--- src/rtl/eth_pm_pkg.sv ---
package eth_pm_pkg;
   // Bit positions inside the control/status word
   localparam int unsigned PM_PD_BIT  = 0;
   localparam int unsigned PM_MPE_BIT = 1;
   localparam int unsigned PM_WFE_BIT = 2;
   localparam int unsigned PM_MPR_BIT = 5;
   localparam int unsigned PM_CSR_USED = 6;

   typedef struct packed {
      logic mpr;   // magic packet received (status)
      logic wfe;   // wake frame enable
      logic mpe;   // magic packet enable
      logic pd;    // power-down
   } pm_ctl_t;

   function automatic logic [PM_CSR_USED-1:0] pm_pack(input pm_ctl_t c);
      logic [PM_CSR_USED-1:0] v;
      v = '0;
      v[PM_PD_BIT]  = c.pd;
      v[PM_MPE_BIT] = c.mpe;
      v[PM_WFE_BIT] = c.wfe;
      v[PM_MPR_BIT] = c.mpr;
      return v;
   endfunction
endpackage

--- src/rtl/eth_pm_filt_bank.sv ---
module eth_pm_filt_bank #(
   parameter int unsigned DATA_W   = 32,
   parameter int unsigned NUM_FILT = 8,
   localparam int unsigned PTR_W   = (NUM_FILT > 1) ? $clog2(NUM_FILT) : 1
) (
   input  logic                       clk,
   input  logic                       rst_n,
   input  logic                       acc_wr,
   input  logic                       acc_rd,
   input  logic [DATA_W-1:0]          wdata,
   output logic [DATA_W-1:0]          rd_word,
   output logic [PTR_W-1:0]           ptr_o,
   output logic [NUM_FILT*DATA_W-1:0] words_flat
);
   localparam logic [PTR_W-1:0] LAST = PTR_W'(NUM_FILT - 1);

   logic [PTR_W-1:0]  ptr_q;
   logic [DATA_W-1:0] mem_q [NUM_FILT];
   logic              step;

   assign step = acc_wr | acc_rd;

   always_ff @(posedge clk or negedge rst_n) begin
      if (!rst_n) begin
         ptr_q <= '0;
      end else if (step) begin
         if (ptr_q == LAST) ptr_q <= '0;
         else               ptr_q <= ptr_q + 1'b1;
      end
   end

   always_ff @(posedge clk or negedge rst_n) begin
      if (!rst_n) begin
         for (int i = 0; i < NUM_FILT; i++) mem_q[i] <= '0;
      end else if (acc_wr) begin
         for (int i = 0; i < NUM_FILT; i++) begin
            if (ptr_q == PTR_W'(i)) mem_q[i] <= wdata;
         end
      end
   end

   always_comb begin
      rd_word = '0;
      for (int i = 0; i < NUM_FILT; i++) begin
         if (ptr_q == PTR_W'(i)) rd_word = mem_q[i];
      end
   end

   for (genvar g = 0; g < NUM_FILT; g++) begin : g_flat
      assign words_flat[g*DATA_W +: DATA_W] = mem_q[g];
   end

   assign ptr_o = ptr_q;
endmodule

--- src/rtl/eth_pm_ctl.sv ---
module eth_pm_ctl
   import eth_pm_pkg::*;
#(
   parameter int unsigned DATA_W = 32
) (
   input  logic              clk,
   input  logic              rst_n,
   input  logic              csr_wr,
   input  logic              csr_rd,
   input  logic [DATA_W-1:0] wdata,
   input  logic              magic_det,
   input  logic              wake_frm_hit,
   output pm_ctl_t           ctl_o,
   output logic              pm_event
);
   pm_ctl_t ctl_q;
   logic    wake_mp, wake_wf, arm_ok;

   assign wake_mp = magic_det & ctl_q.mpe;
   assign wake_wf = wake_frm_hit & ctl_q.wfe;
   assign arm_ok  = wdata[PM_PD_BIT] & (wdata[PM_MPE_BIT] | wdata[PM_WFE_BIT]);

   always_ff @(posedge clk or negedge rst_n) begin
      if (!rst_n) begin
         ctl_q    <= '0;
         pm_event <= 1'b0;
      end else begin
         pm_event <= wake_mp | wake_wf;
         if (csr_wr) begin
            ctl_q.mpe <= wdata[PM_MPE_BIT];
            ctl_q.wfe <= wdata[PM_WFE_BIT];
         end
         // an enabled wake event beats a software arm in the same cycle
         if (wake_mp | wake_wf)  ctl_q.pd <= 1'b0;
         else if (csr_wr & arm_ok) ctl_q.pd <= 1'b1;
         // hardware set beats read-clear
         if (wake_mp)     ctl_q.mpr <= 1'b1;
         else if (csr_rd) ctl_q.mpr <= 1'b0;
      end
   end

   assign ctl_o = ctl_q;
endmodule

--- src/rtl/eth_pm_rx_gate.sv ---
module eth_pm_rx_gate (
   input  logic pd,
   input  logic rx_frm_vld,
   output logic rx_frm_fwd,
   output logic rx_drop
);
   assign rx_frm_fwd = rx_frm_vld & ~pd;
   assign rx_drop    = rx_frm_vld & pd;
endmodule

--- src/rtl/eth_pm_regs.sv ---
module eth_pm_regs
   import eth_pm_pkg::*;
#(
   parameter int unsigned ADDR_W   = 8,
   parameter int unsigned DATA_W   = 32,
   parameter int unsigned NUM_FILT = 8,
   parameter int unsigned FILT_OFS = 'h28,
   parameter int unsigned CSR_OFS  = 'h2C,
   parameter int unsigned RD_LAT   = 0
) (
   input  logic                       clk,
   input  logic                       rst_n,
   input  logic [ADDR_W-1:0]          reg_addr,
   input  logic                       reg_wr,
   input  logic                       reg_rd,
   input  logic [DATA_W-1:0]          reg_wdata,
   output logic [DATA_W-1:0]          reg_rdata,
   input  logic                       magic_det,
   input  logic                       wake_frm_hit,
   input  logic                       rx_frm_vld,
   output logic                       rx_frm_fwd,
   output logic                       rx_drop,
   output logic                       pm_event,
   output logic [NUM_FILT*DATA_W-1:0] filt_words
);
   localparam int unsigned PTR_W = (NUM_FILT > 1) ? $clog2(NUM_FILT) : 1;

   // elaboration-time parameter checks
   if (NUM_FILT < 2 || (NUM_FILT & (NUM_FILT - 1)) != 0) begin : g_bad_nf
      $error("NUM_FILT must be a power of two of at least 2");
   end
   if (DATA_W < PM_CSR_USED) begin : g_bad_dw
      $error("DATA_W too narrow for the control word");
   end
   if (FILT_OFS == CSR_OFS) begin : g_bad_ofs
      $error("filter and control offsets must differ");
   end
   if (FILT_OFS >= (1 << ADDR_W) || CSR_OFS >= (1 << ADDR_W)) begin : g_bad_aw
      $error("offset does not fit ADDR_W");
   end
   if (RD_LAT > 1) begin : g_bad_lat
      $error("RD_LAT must be 0 or 1");
   end

   logic              hit_filt, hit_csr;
   logic              filt_wr, filt_rd, csr_wr, csr_rd;
   logic [DATA_W-1:0] filt_rd_word, rd_mux;
   logic [PTR_W-1:0]  filt_ptr;
   pm_ctl_t           ctl_q;

   assign hit_filt = (reg_addr == ADDR_W'(FILT_OFS));
   assign hit_csr  = (reg_addr == ADDR_W'(CSR_OFS));
   assign filt_wr  = reg_wr & hit_filt;
   assign filt_rd  = reg_rd & hit_filt;
   assign csr_wr   = reg_wr & hit_csr;
   assign csr_rd   = reg_rd & hit_csr;

   eth_pm_filt_bank #(
      .DATA_W   (DATA_W),
      .NUM_FILT (NUM_FILT)
   ) u_bank (
      .clk        (clk),
      .rst_n      (rst_n),
      .acc_wr     (filt_wr),
      .acc_rd     (filt_rd),
      .wdata      (reg_wdata),
      .rd_word    (filt_rd_word),
      .ptr_o      (filt_ptr),
      .words_flat (filt_words)
   );

   eth_pm_ctl #(
      .DATA_W (DATA_W)
   ) u_ctl (
      .clk          (clk),
      .rst_n        (rst_n),
      .csr_wr       (csr_wr),
      .csr_rd       (csr_rd),
      .wdata        (reg_wdata),
      .magic_det    (magic_det),
      .wake_frm_hit (wake_frm_hit),
      .ctl_o        (ctl_q),
      .pm_event     (pm_event)
   );

   eth_pm_rx_gate u_gate (
      .pd         (ctl_q.pd),
      .rx_frm_vld (rx_frm_vld),
      .rx_frm_fwd (rx_frm_fwd),
      .rx_drop    (rx_drop)
   );

   always_comb begin
      rd_mux = '0;
      if (reg_rd) begin
         if (hit_csr)       rd_mux = DATA_W'(pm_pack(ctl_q));
         else if (hit_filt) rd_mux = filt_rd_word;
      end
   end

   if (RD_LAT == 0) begin : g_rd_comb
      assign reg_rdata = rd_mux;
   end else begin : g_rd_reg
      logic [DATA_W-1:0] rd_q;
      always_ff @(posedge clk or negedge rst_n) begin
         if (!rst_n) rd_q <= '0;
         else        rd_q <= rd_mux;
      end
      assign reg_rdata = rd_q;
   end
endmodule

--- config.mk ---
export PLATFORM = sky130hd
export DESIGN_NAME = eth_pm_regs
export DESIGN_NICKNAME = d
export VERILOG_FILES = /design/src/rtl/eth_pm_pkg.sv /design/src/rtl/eth_pm_filt_bank.sv /design/src/rtl/eth_pm_ctl.sv /design/src/rtl/eth_pm_rx_gate.sv /design/src/rtl/eth_pm_regs.sv
export SDC_FILE = /design/constraint.sdc
export NUM_CORES = 1
export LEC_CHECK = 0
export BUFFER_PORTS_ARGS = -buffer_cell sky130_fd_sc_hd__buf_2
export CORE_ASPECT_RATIO = 1.75
export CORE_UTILIZATION = 45
export DETAILED_ROUTE_END_ITERATION = 12
export PLACE_DENSITY_LB_ADDON = 0.2
export SYNTH_ARGS = -nofsm -noshare
export SYNTH_HDL_FRONTEND = slang
export SYNTH_HIERARCHICAL = 1
export SYNTH_SLANG_ARGS = --single-unit
--- constraint.sdc ---
create_clock -name clk -period 5.45 [get_ports clk]
set_clock_uncertainty 0.1 [all_clocks]
set_input_delay 0 -clock clk [delete_from_list [all_inputs] [get_ports clk]]
set_output_delay 0 -clock clk [all_outputs]
set_load 0.05 [all_outputs]
[Word-level counts from Yosys, hierarchy flattened]
Index checks and enable logic that the tools add are counted.
Storage, ports and cells
  bits in registers: 264
  input bits: 47
  output and inout port bits: 291
  word-level logic and storage cells: 65
Cells by class
  $add $sub $neg: 1
  equal/unequal tests: 9
  multiplexer cells: 16
  bitwise gates (word level): 14
  reductions and logical operators: 11
Operators with widths (number)
  $mux W32: 11
  $eq A8 B6 Y1 const B: 2
  $reduce_and A2 Y1: 8
  $eq A3 B3 Y1 const B: 4
  $and A1 B1 Y1: 10
  $eq A3 B2 Y1 const B: 2
  $mux W1: 4
  $reduce_bool A2 Y1: 2
  $add A3 B1 Y3 const B: 1
  $eq A3 B1 Y1 const B: 1
  $logic_not A3 Y1: 1
  $mux W3: 1
  $or A1 B1 Y1: 3
  $not A1 Y1: 1

[Longest topological paths before layout]
Gate-level depths: netlist of the first run.
  depth in word-level cells: 12
  mapped depth: 13
  gate-level depth less buffers: 8

[Modules after synthesis]
Netlist of the first run, hierarchy kept.
By module, submodules not included
  eth_pm_filt_bank: instances 1, cells each 1041, area an instance 12467.0 µm², sequential area each 6481.2 µm²
  eth_pm_regs: instances 1, cells each 87, area an instance 694.4 µm², sequential area each 0.0 µm²
  eth_pm_ctl: instances 1, cells each 14, area an instance 188.9 µm², sequential area each 125.1 µm²
  eth_pm_rx_gate: instances 1, cells each 2, area an instance 16.3 µm², sequential area each 0.0 µm²

[Worst setup path after synthesis of the first run]
Ideal clock, no wire load.
  path type: register -> output
  start point: register u_bank.ptr_q[2], in the netlist u_bank/ptr_o[2]
  end point: output port reg_rdata[30]
  data arrival time: 3675 ps
  required time: 5350 ps
  setup slack: 1675 ps
  stages on the path, launching flop included: 14
  path buffers: 5
  cell sequence: dfrtp_1 -> buf_2 -> clkinv_1 -> buf_2 -> ha_1 -> buf_6 -> or2_1 -> buf_6 -> buf_6 -> a221oi_2 -> o22ai_1 -> a21oi_1 -> inv_1 -> nor4_1
On the way
  cells in the longest elaborated chain, start to end: 12
  elaborated cells between the ends (all ways): 19
  those cells by class: 7 x eq/ne; 11 x mux; 1 x reduce/logical
RTL lines
  from (decl): RTL line eth_pm_filt_bank.sv:17  | logic [PTR_W-1:0] ptr_q;
  from (signal assigned): RTL line eth_pm_filt_bank.sv:28  | else ptr_q <= ptr_q + 1'b1;
  $logic_not A3 Y1: RTL line eth_pm_filt_bank.sv:45  | if (ptr_q == PTR_W'(i)) rd_word = mem_q[i];
  $mux W32 (7 in series): RTL line eth_pm_filt_bank.sv:45
  $mux W32 *: RTL line eth_pm_filt_bank.sv:45
  via filt_rd_word[30]: RTL line eth_pm_regs.sv:47  | logic [DATA_W-1:0] filt_rd_word, rd_mux;
  $mux W32 *: RTL line eth_pm_regs.sv:97  | else if (hit_filt) rd_mux = filt_rd_word;
  $mux W32 *: RTL line eth_pm_regs.sv:96  | if (hit_csr) rd_mux = DATA_W'(pm_pack(ctl_q));
  $mux W32 *: RTL line eth_pm_regs.sv:95  | if (reg_rd) begin
  to (decl): RTL line eth_pm_regs.sv:17  | output logic [DATA_W-1:0] reg_rdata,
The timed path passes the listed nets; every way through them passes the cells marked *.

[Final worst setup path of the first run]
  start point: register u_bank.ptr_q[0], in the netlist u_bank/ptr_o[0]
  end point: output port reg_rdata[13]
The elaborated chain is that of the path after synthesis.

==> results of run 1 <==
[sequential cells by signal (all words and copies together) (netlist names)]
register and cells:
u_bank/ptr_o 3, u_bank/words_flat 256, u_ctl/ctl_o 4, u_ctl/pm_event 1
[cell families after synthesis]
logic type	synth area share, %
flops	49.4
buf+inv	6.48
compound gates	12.2
fa+ha+maj	0.562
simple gates	9.17
mux	22.2
[worst register-to-register path, delay by kind of cell (launching register included)]
kind / cells / cell delay [ps]
DFF: 1 / 450
and+or+nand+nor: 1 / 1020
adders and majority gates: 1 / 520
buffers and inverters: 2 / 720
muxes: 1 / 650
[Yosys cell counts]
| library cell | n | share of area, % |
|---|---|---|
| ha_1 | 6 | 0.56 |
| o31ai_1 | 32 | 1.8 |
| or4b_1 | 1 | 0.075 |
| nand4bb_1 | 1 | 0.084 |
| and2_2 | 1 | 0.056 |
| mux2i_1 | 5 | 0.37 |
| a21oi_2 | 1 | 0.066 |
| buf_4 | 5 | 0.28 |
| mux2_2 | 259 | 22 |
| o211ai_1 | 1 | 0.056 |
| nand2_1 | 74 | 2.1 |
| nand3b_1 | 32 | 1.8 |
| and2b_1 | 1 | 0.056 |
| nor4_2 | 22 | 2.1 |
| clkbuf_1 | 34 | 0.95 |
| nor2_1 | 1 | 0.028 |
| dfrtp_1 | 264 | 49 |
| and2b_2 | 1 | 0.066 |
| a21oi_1 | 96 | 3.6 |
| a22o_1 | 1 | 0.066 |
| nand3_1 | 3 | 0.11 |
| o22ai_1 | 32 | 1.5 |
| buf_1 | 3 | 0.084 |
| a221oi_1 | 2 | 0.13 |
| a21o_1 | 1 | 0.056 |
| clkinv_1 | 1 | 0.028 |
| inv_1 | 97 | 2.7 |
| nand2b_1 | 34 | 1.6 |
| nor4_4 | 4 | 0.64 |
| nor3_1 | 8 | 0.30 |
| a31oi_1 | 32 | 1.5 |
| a221oi_2 | 30 | 3.4 |
| buf_6 | 9 | 0.76 |
| buf_2 | 44 | 1.6 |
| o21ai_0 | 1 | 0.037 |
| nor4_1 | 3 | 0.14 |
| or3_1 | 1 | 0.047 |
| or2_1 | 1 | 0.047 |
[final timing paths]
kind	endpoint	cells past startpoint	slack, ps	start
hold reg to reg	u_bank/words_flat[254]	1	430	u_bank/words_flat[254]
setup reg to reg	u_bank/words_flat[221]	5	1860	u_bank/ptr_o[0]
setup / recovery	reg_rdata[13]	8	1380	u_bank/ptr_o[0]
hold / removal	u_ctl/pm_event	2	60	rst_n
max in group asynchronous	u_bank/words_flat[137]	3	3790	rst_n
min in group clk	u_bank/ptr_o[2]	4	190	reg_addr[2]
[area by class of cell]
type / count / share of cell area, %
Sequential cell: 264 / 39.9
Timing Repair Buffer: 392 / 13.4
Tap cell: 382 / 2.89
Clock inverter: 12 / 0.734
Multi-Input combinational cell: 687 / 36.3
Inverter: 98 / 2.22
Clock buffer: 33 / 4.46
[routing by layer]
layer	vias up	GRT usage, %
li1	4731	-
met1	5479	32.1
met2	379	53.9
met3	83	4.37
met4	0	11.3
met5	-	0
[power by group through the flow]
stage / combinational, mW / sequential [mW] / clock [mW]
floorplan: 0.294 / 2.08 / 0
global placement: 0.526 / 2.03 / 0
detailed placement: 0.532 / 2.03 / 0
CTS: 0.556 / 2.00 / 1.87
global route: 0.606 / 2.00 / 1.95
finish: 0.558 / 2.00 / 1.84
[stage by stage]
stage,hold WS (ps),cells,area [sq um]
after global routing,177,1868,16500
after detailed placement,96.9,1784,15300
final,62.0,1868,16500
after CTS,120,1868,16500
after global placement,99.9,1784,15300
after floorplan,-396,1144,13400
==> impl_metrics.env, run 1 <==
export IMPL_path_max_fanout=67
export IMPL_fin_crit_sh_pct=74.7
export IMPL_hp_class="in -> async"
export IMPL_diodes=0
export IMPL_final_cell_mix="buf_2, dfrtp_1, mux2_2, inv_1, a21oi_1"
export IMPL_post_route_util_pct=56.5
export IMPL_register_area_sq_mm=0.00661
export IMPL_cts_repair_resized=0
export IMPL_fillers=2687
export IMPL_hold_buffers=39
export IMPL_cts_setup_buffers=0
export IMPL_syn_to_final_growth_pct=23.7
export IMPL_slowest_stage="nand2b_2"
export IMPL_critPathCaptureType="output port"
export IMPL_io_buffer_count=337
export IMPL_clockPowerShare_pct=41.8
export IMPL_tns_ps=0
export IMPL_finalHoldViolations=0
export IMPL_drv_slew=0
export IMPL_initial_core_util_pct=45.6
export IMPL_layout_commonest_cell="buf_2"
export IMPL_comb_power_share_pct=12.7
export IMPL_setup_viol=0
export IMPL_firstDrtPassIters=5
export IMPL_synth_area_sq_mm=0.0134
export IMPL_worstPathArrival_ps=3970
export IMPL_crit_family="simple AND/OR/NAND/NOR gates"
export IMPL_core_area_sq_mm=0.0293
export IMPL_top_layer="met4"
export IMPL_cp_num_buf_inv=2
export IMPL_drv_cap=0
export IMPL_dieArea_sq_mm=0.0304
export IMPL_vias_per_cell=5.71
export IMPL_tritoncts="built"
export IMPL_max_freq_ghz=0.246
export IMPL_status="finished clean"
export IMPL_cp_cell_sequence="ha_1, ha_4, nand2b_2, a31oi_1, a21oi_1, inv_1, nor4_2, buf_2"
export IMPL_cts_buffers=26
export IMPL_total_power_mw=4.39
export IMPL_powerDensity_mw_per_mm2=266
export IMPL_dr_total_vias=10672
export IMPL_globalplace_congestion=0.808
export IMPL_layout_min_cycle_time_ps=4070
export IMPL_wl_per_cell_um=23.5
export IMPL_clkLatencyLatePin_ps=540
export IMPL_worst_slew_pin_slew_ps=1190
export IMPL_clkSinkCount=264
export IMPL_p_leak_nw=8.41
export IMPL_grt_overflow_total=0
export IMPL_dp_slack_ps=1870
export IMPL_peakVddDrop_uv=286
export IMPL_yosysWarnings=6
export IMPL_avgSynthCellArea_sq_um=11.7
export IMPL_path_class="reg -> out"
export IMPL_antenna_found_initial=0
export IMPL_syn_instance_count=1144
export IMPL_cpPeakStageDelay_ps=900
export IMPL_drive_gt1_share_pct=49.6
export IMPL_io_pins=338
export IMPL_cts_root_buffer="clkbuf_16"
export IMPL_die_w_um=132
export IMPL_worst_endpoint_required_ps=5350
export IMPL_power_frac_seq_pct=45.5
export IMPL_grt_max_degree=136
export IMPL_grt_pass1_vias=10908
export IMPL_wl_met2_um=23700
export IMPL_grt_use_total_pct=28.7
export IMPL_synth_seq_cells=264
export IMPL_grt_pass1_wl_um=66100
export IMPL_switching_power_mw=1.19
export IMPL_internal_power_mw=3.20
export IMPL_start_kind="flop"
export IMPL_wl_met1_um=16600
export IMPL_yosysSeqAreaShare_pct=49.4
export IMPL_clkTransAtPathRegs_ps=70
export IMPL_die_h_um=230
export IMPL_rows=83
export IMPL_cts_buffer_depth=3
export IMPL_syn_nets=1197
export IMPL_rsz0062_at_grt="false"
export IMPL_switching_share_pct=27.1
export IMPL_multiInputGateArea_sq_mm=0.00601
export IMPL_ant_nets=0
export IMPL_wl_um=43900
export IMPL_synth_distinct_cells=38
export IMPL_drt_initial_drc_count=600
export IMPL_layout_nets=1522
export IMPL_drc=0
export IMPL_setup_ws_ps=1380
export IMPL_dp_hpwl_um=27200
export IMPL_slew_headroom_pct=20.7
export IMPL_wl_met3_um=2260
export IMPL_htreeDepth=1
(Power assumes the default switching activity.)
==> inputs of run 2 (changes only) <==
- ABC_AREA: default -> 1
- clock period: 5.45 -> 4.2 ns (I/O delays scaled with it)
==> run 2 against run 1 <==
Net effect: die area is 0.89% lower; sequential cell count stayed put; largest power group unchanged; the run now ends with negative hold slack left; setup slack worse by 820 ps; sequential share of layout area is 0.37 points higher; non-clock buffer count is 4 higher; synthesized cell count is 61% higher.
==> impl_metrics.env, run 2 <==
export IMPL_cp_num_buf_inv=6
export IMPL_peakVddDrop_uv=312
export IMPL_p_leak_nw=9.64
export IMPL_rows=82
export IMPL_synthFlopType="dfrtp_1"
export IMPL_holdWs_ps=-39.2
export IMPL_htreeDepth=1
export IMPL_switching_power_mw=1.82
export IMPL_internal_power_mw=4.37
export IMPL_grt_use_total_pct=30.8
export IMPL_die_w_um=132
export IMPL_multiInputGateArea_sq_mm=0.00544
export IMPL_grt_max_degree=121
export IMPL_initial_core_util_pct=45.9
export IMPL_power_frac_seq_pct=42.1
export IMPL_drv_cap=0
export IMPL_synth_common_cells="nand2_1, dfrtp_1, o21ai_0, inv_1, nor2_1"
export IMPL_fillers=2773
export IMPL_antenna_found_initial=0
export IMPL_cts_buffer_depth=3
export IMPL_globalplace_congestion=0.874
export IMPL_register_area_sq_mm=0.00661
export IMPL_crit_family="buffers and inverters"
export IMPL_avgSynthCellArea_sq_um=7.21
export IMPL_io_pins=338
export IMPL_drc=0
export IMPL_synth_distinct_cells=23
export IMPL_critPathCaptureType="output port"
export IMPL_stdcell_area_sq_mm=0.0164
export IMPL_largest_reg_flops=256
export IMPL_clkLatencyLatePin_ps=550
export IMPL_total_power_mw=6.20
export IMPL_dieArea_sq_mm=0.0302
export IMPL_synth_top_area_cell="dfrtp_1"
export IMPL_tns_ps=0
export IMPL_syn_nets=1891
export IMPL_placed_cells=2462
export IMPL_wl_per_cell_um=18.3
export IMPL_yosysSeqAreaShare_pct=49.9
export IMPL_synth_area_leaders="dfrtp_1, nand2_1, o21ai_0, inv_1, nor2_1"
export IMPL_dp_hpwl_um=33500
export IMPL_r2r_slack_ps=1340
export IMPL_yosysMostFrequentCell="nand2_1"
export IMPL_drv_slew=0
export IMPL_grt_pass1_vias=12390
export IMPL_tritoncts="built"
export IMPL_cp_cell_sequence="inv_4, ha_1, inv_1, buf_4, o21ai_0, inv_1, nand2_1, nand2_1, nand2_1, nand2_1, nand2_1, nand2_1, inv_1, a21oi_1, nand3_1, nand2_1, buf_2"
export IMPL_slowest_stage="dfrtp_1"
export IMPL_clkTransAtPathRegs_ps=60
export IMPL_cpPeakStageDelay_ps=630
export IMPL_cts_repair_resized=0
export IMPL_wl_um=46700
export IMPL_dr_total_vias=13038
export IMPL_syn_instance_count=1838
export IMPL_layout_commonest_cell="nand2_1"
export IMPL_violations="negative hold slack"
export IMPL_hp_class="in -> async"
export IMPL_synth_seq_cells=264
export IMPL_layout_nets=2206
export IMPL_grt_pass1_wl_um=70500
export IMPL_start_kind="flop"
export IMPL_cts_buffers=26
export IMPL_final_cell_mix="nand2_1, buf_2, dfrtp_1, o21ai_0, inv_1"
export IMPL_async_flop_share_pct=100
export IMPL_finalHoldViolations=9
export IMPL_setup_ws_ps=560
export IMPL_fin_crit_sh_pct=86.7
export IMPL_drt_initial_drc_count=871
export IMPL_post_route_util_pct=56.8
export IMPL_setup_viol=0
export IMPL_synth_top_area_share_pct=49.9
export IMPL_ff2ff_path_depth=5
export IMPL_rsz0062_at_grt="false"
export IMPL_ant_nets=0
export IMPL_clkSinkCount=264
export IMPL_syn_to_final_growth_pct=23.7
export IMPL_finalNonFillerCells=2551
export IMPL_r2r_start="u_bank/ptr_o[2]"
export IMPL_dp_slack_ps=1190
export IMPL_yosysWarnings=6
export IMPL_path_class="reg -> out"
export IMPL_path_max_fanout=34
export IMPL_crit_top_cell="nand2_1"
export IMPL_clockPowerShare_pct=41.2
export IMPL_placed_area_sq_mm=0.0151
export IMPL_die_h_um=229
export IMPL_r2r_end="u_bank/words_flat[107]"
export IMPL_cts_root_buffer="clkbuf_16"
export IMPL_core_area_sq_mm=0.0288
export IMPL_layout_min_cycle_time_ps=3640
export IMPL_comb_power_share_pct=16.7
export IMPL_status="complete, but fails checks"
export IMPL_firstDrtPassIters=5
export IMPL_grt_overflow_total=0
export IMPL_vias_per_cell=5.11
export IMPL_powerDensity_mw_per_mm2=378
export IMPL_synth_area_sq_mm=0.0132
export IMPL_worst_endpoint_required_ps=4100
export IMPL_io_buffer_count=337
export IMPL_worst_slew_pin_slew_ps=1060
export IMPL_worstPathArrival_ps=3540
export IMPL_slew_headroom_pct=28.8
export IMPL_switching_share_pct=29.4
export IMPL_diodes=0
export IMPL_synth_edff_count=0
export IMPL_max_freq_ghz=0.275
export IMPL_drive_gt1_share_pct=19.8
==> run 2: cells by family (layout without fill, tap and decap cells) <==
family	after synthesis	in the layout	synth area share, %
simple gates	974	974	28.9
compound gates	299	299	11.3
buf+inv	295	630	9.29
flops	264	264	49.9
fa+ha+maj	6	6	0.567
==> run 2: worst max-delay path by stage <==
| stage | start | to | slack, ps | cells after the start |
|---|---|---|---|---|
| 5_1_grt | u_bank/ptr_o[2] | reg_rdata[2] | 300 | 17 |
| 3_3_place_gp | u_bank/ptr_o[2] | reg_rdata[2] | 1230 | 17 |
| 3_5_place_dp | u_bank/ptr_o[2] | reg_rdata[2] | 1190 | 17 |
| 6_report | u_bank/ptr_o[2] | reg_rdata[2] | 560 | 17 |
| 2_1_floorplan | u_bank/ptr_o[2] | reg_rdata[30] | 1650 | 17 |
| 4_1_cts | u_bank/ptr_o[2] | reg_rdata[2] | 590 | 17 |
==> run 2: layout make-up <==
| class | count | area share (%) |
|---|---|---|
| flip-flops and latches | 264 | 40.3 |
| inverters | 186 | 4.28 |
| repair buffers | 396 | 13.7 |
| multi-input cells | 1279 | 33.2 |
| clock buffers | 40 | 4.79 |
| clock inverters | 8 | 0.855 |
| well taps | 378 | 2.89 |
==> run 2: power groups by stage <==
stage	Clock, mW	Combinational (mW)	Sequential, mW
after floorplan	0	0.589	2.73
after global placement	0	0.994	2.65
after detailed placement	0	1.00	2.66
after CTS	2.59	1.04	2.61
after global routing	2.69	1.14	2.61
final	2.55	1.03	2.61
==> run 2: layer usage <==
metal | wire length [um] | track usage [%] | vias up | part of all wire (%)
met4 | 2960 | 18.6 | 0 | 6.3
met5 | 0 | 0 | - | 0
met2 | 25800 | 59.2 | 452 | 55
met1 | 15700 | 30.9 | 6152 | 34
li1 | - | - | 6294 | -
met3 | 2290 | 4.15 | 140 | 4.9
==> run 2: timing repair <==
item                      CTS  global route
hold endpoints to repair  377             0
hold buffers               41             0
setup buffers               0             0
==> run 2: worst register-to-register path: stages (launching register included) <==
cell and delay [ps]:
dfrtp_1 540, inv_4 410, ha_1 250, buf_4 360, nand2_2 670, o21ai_0 420
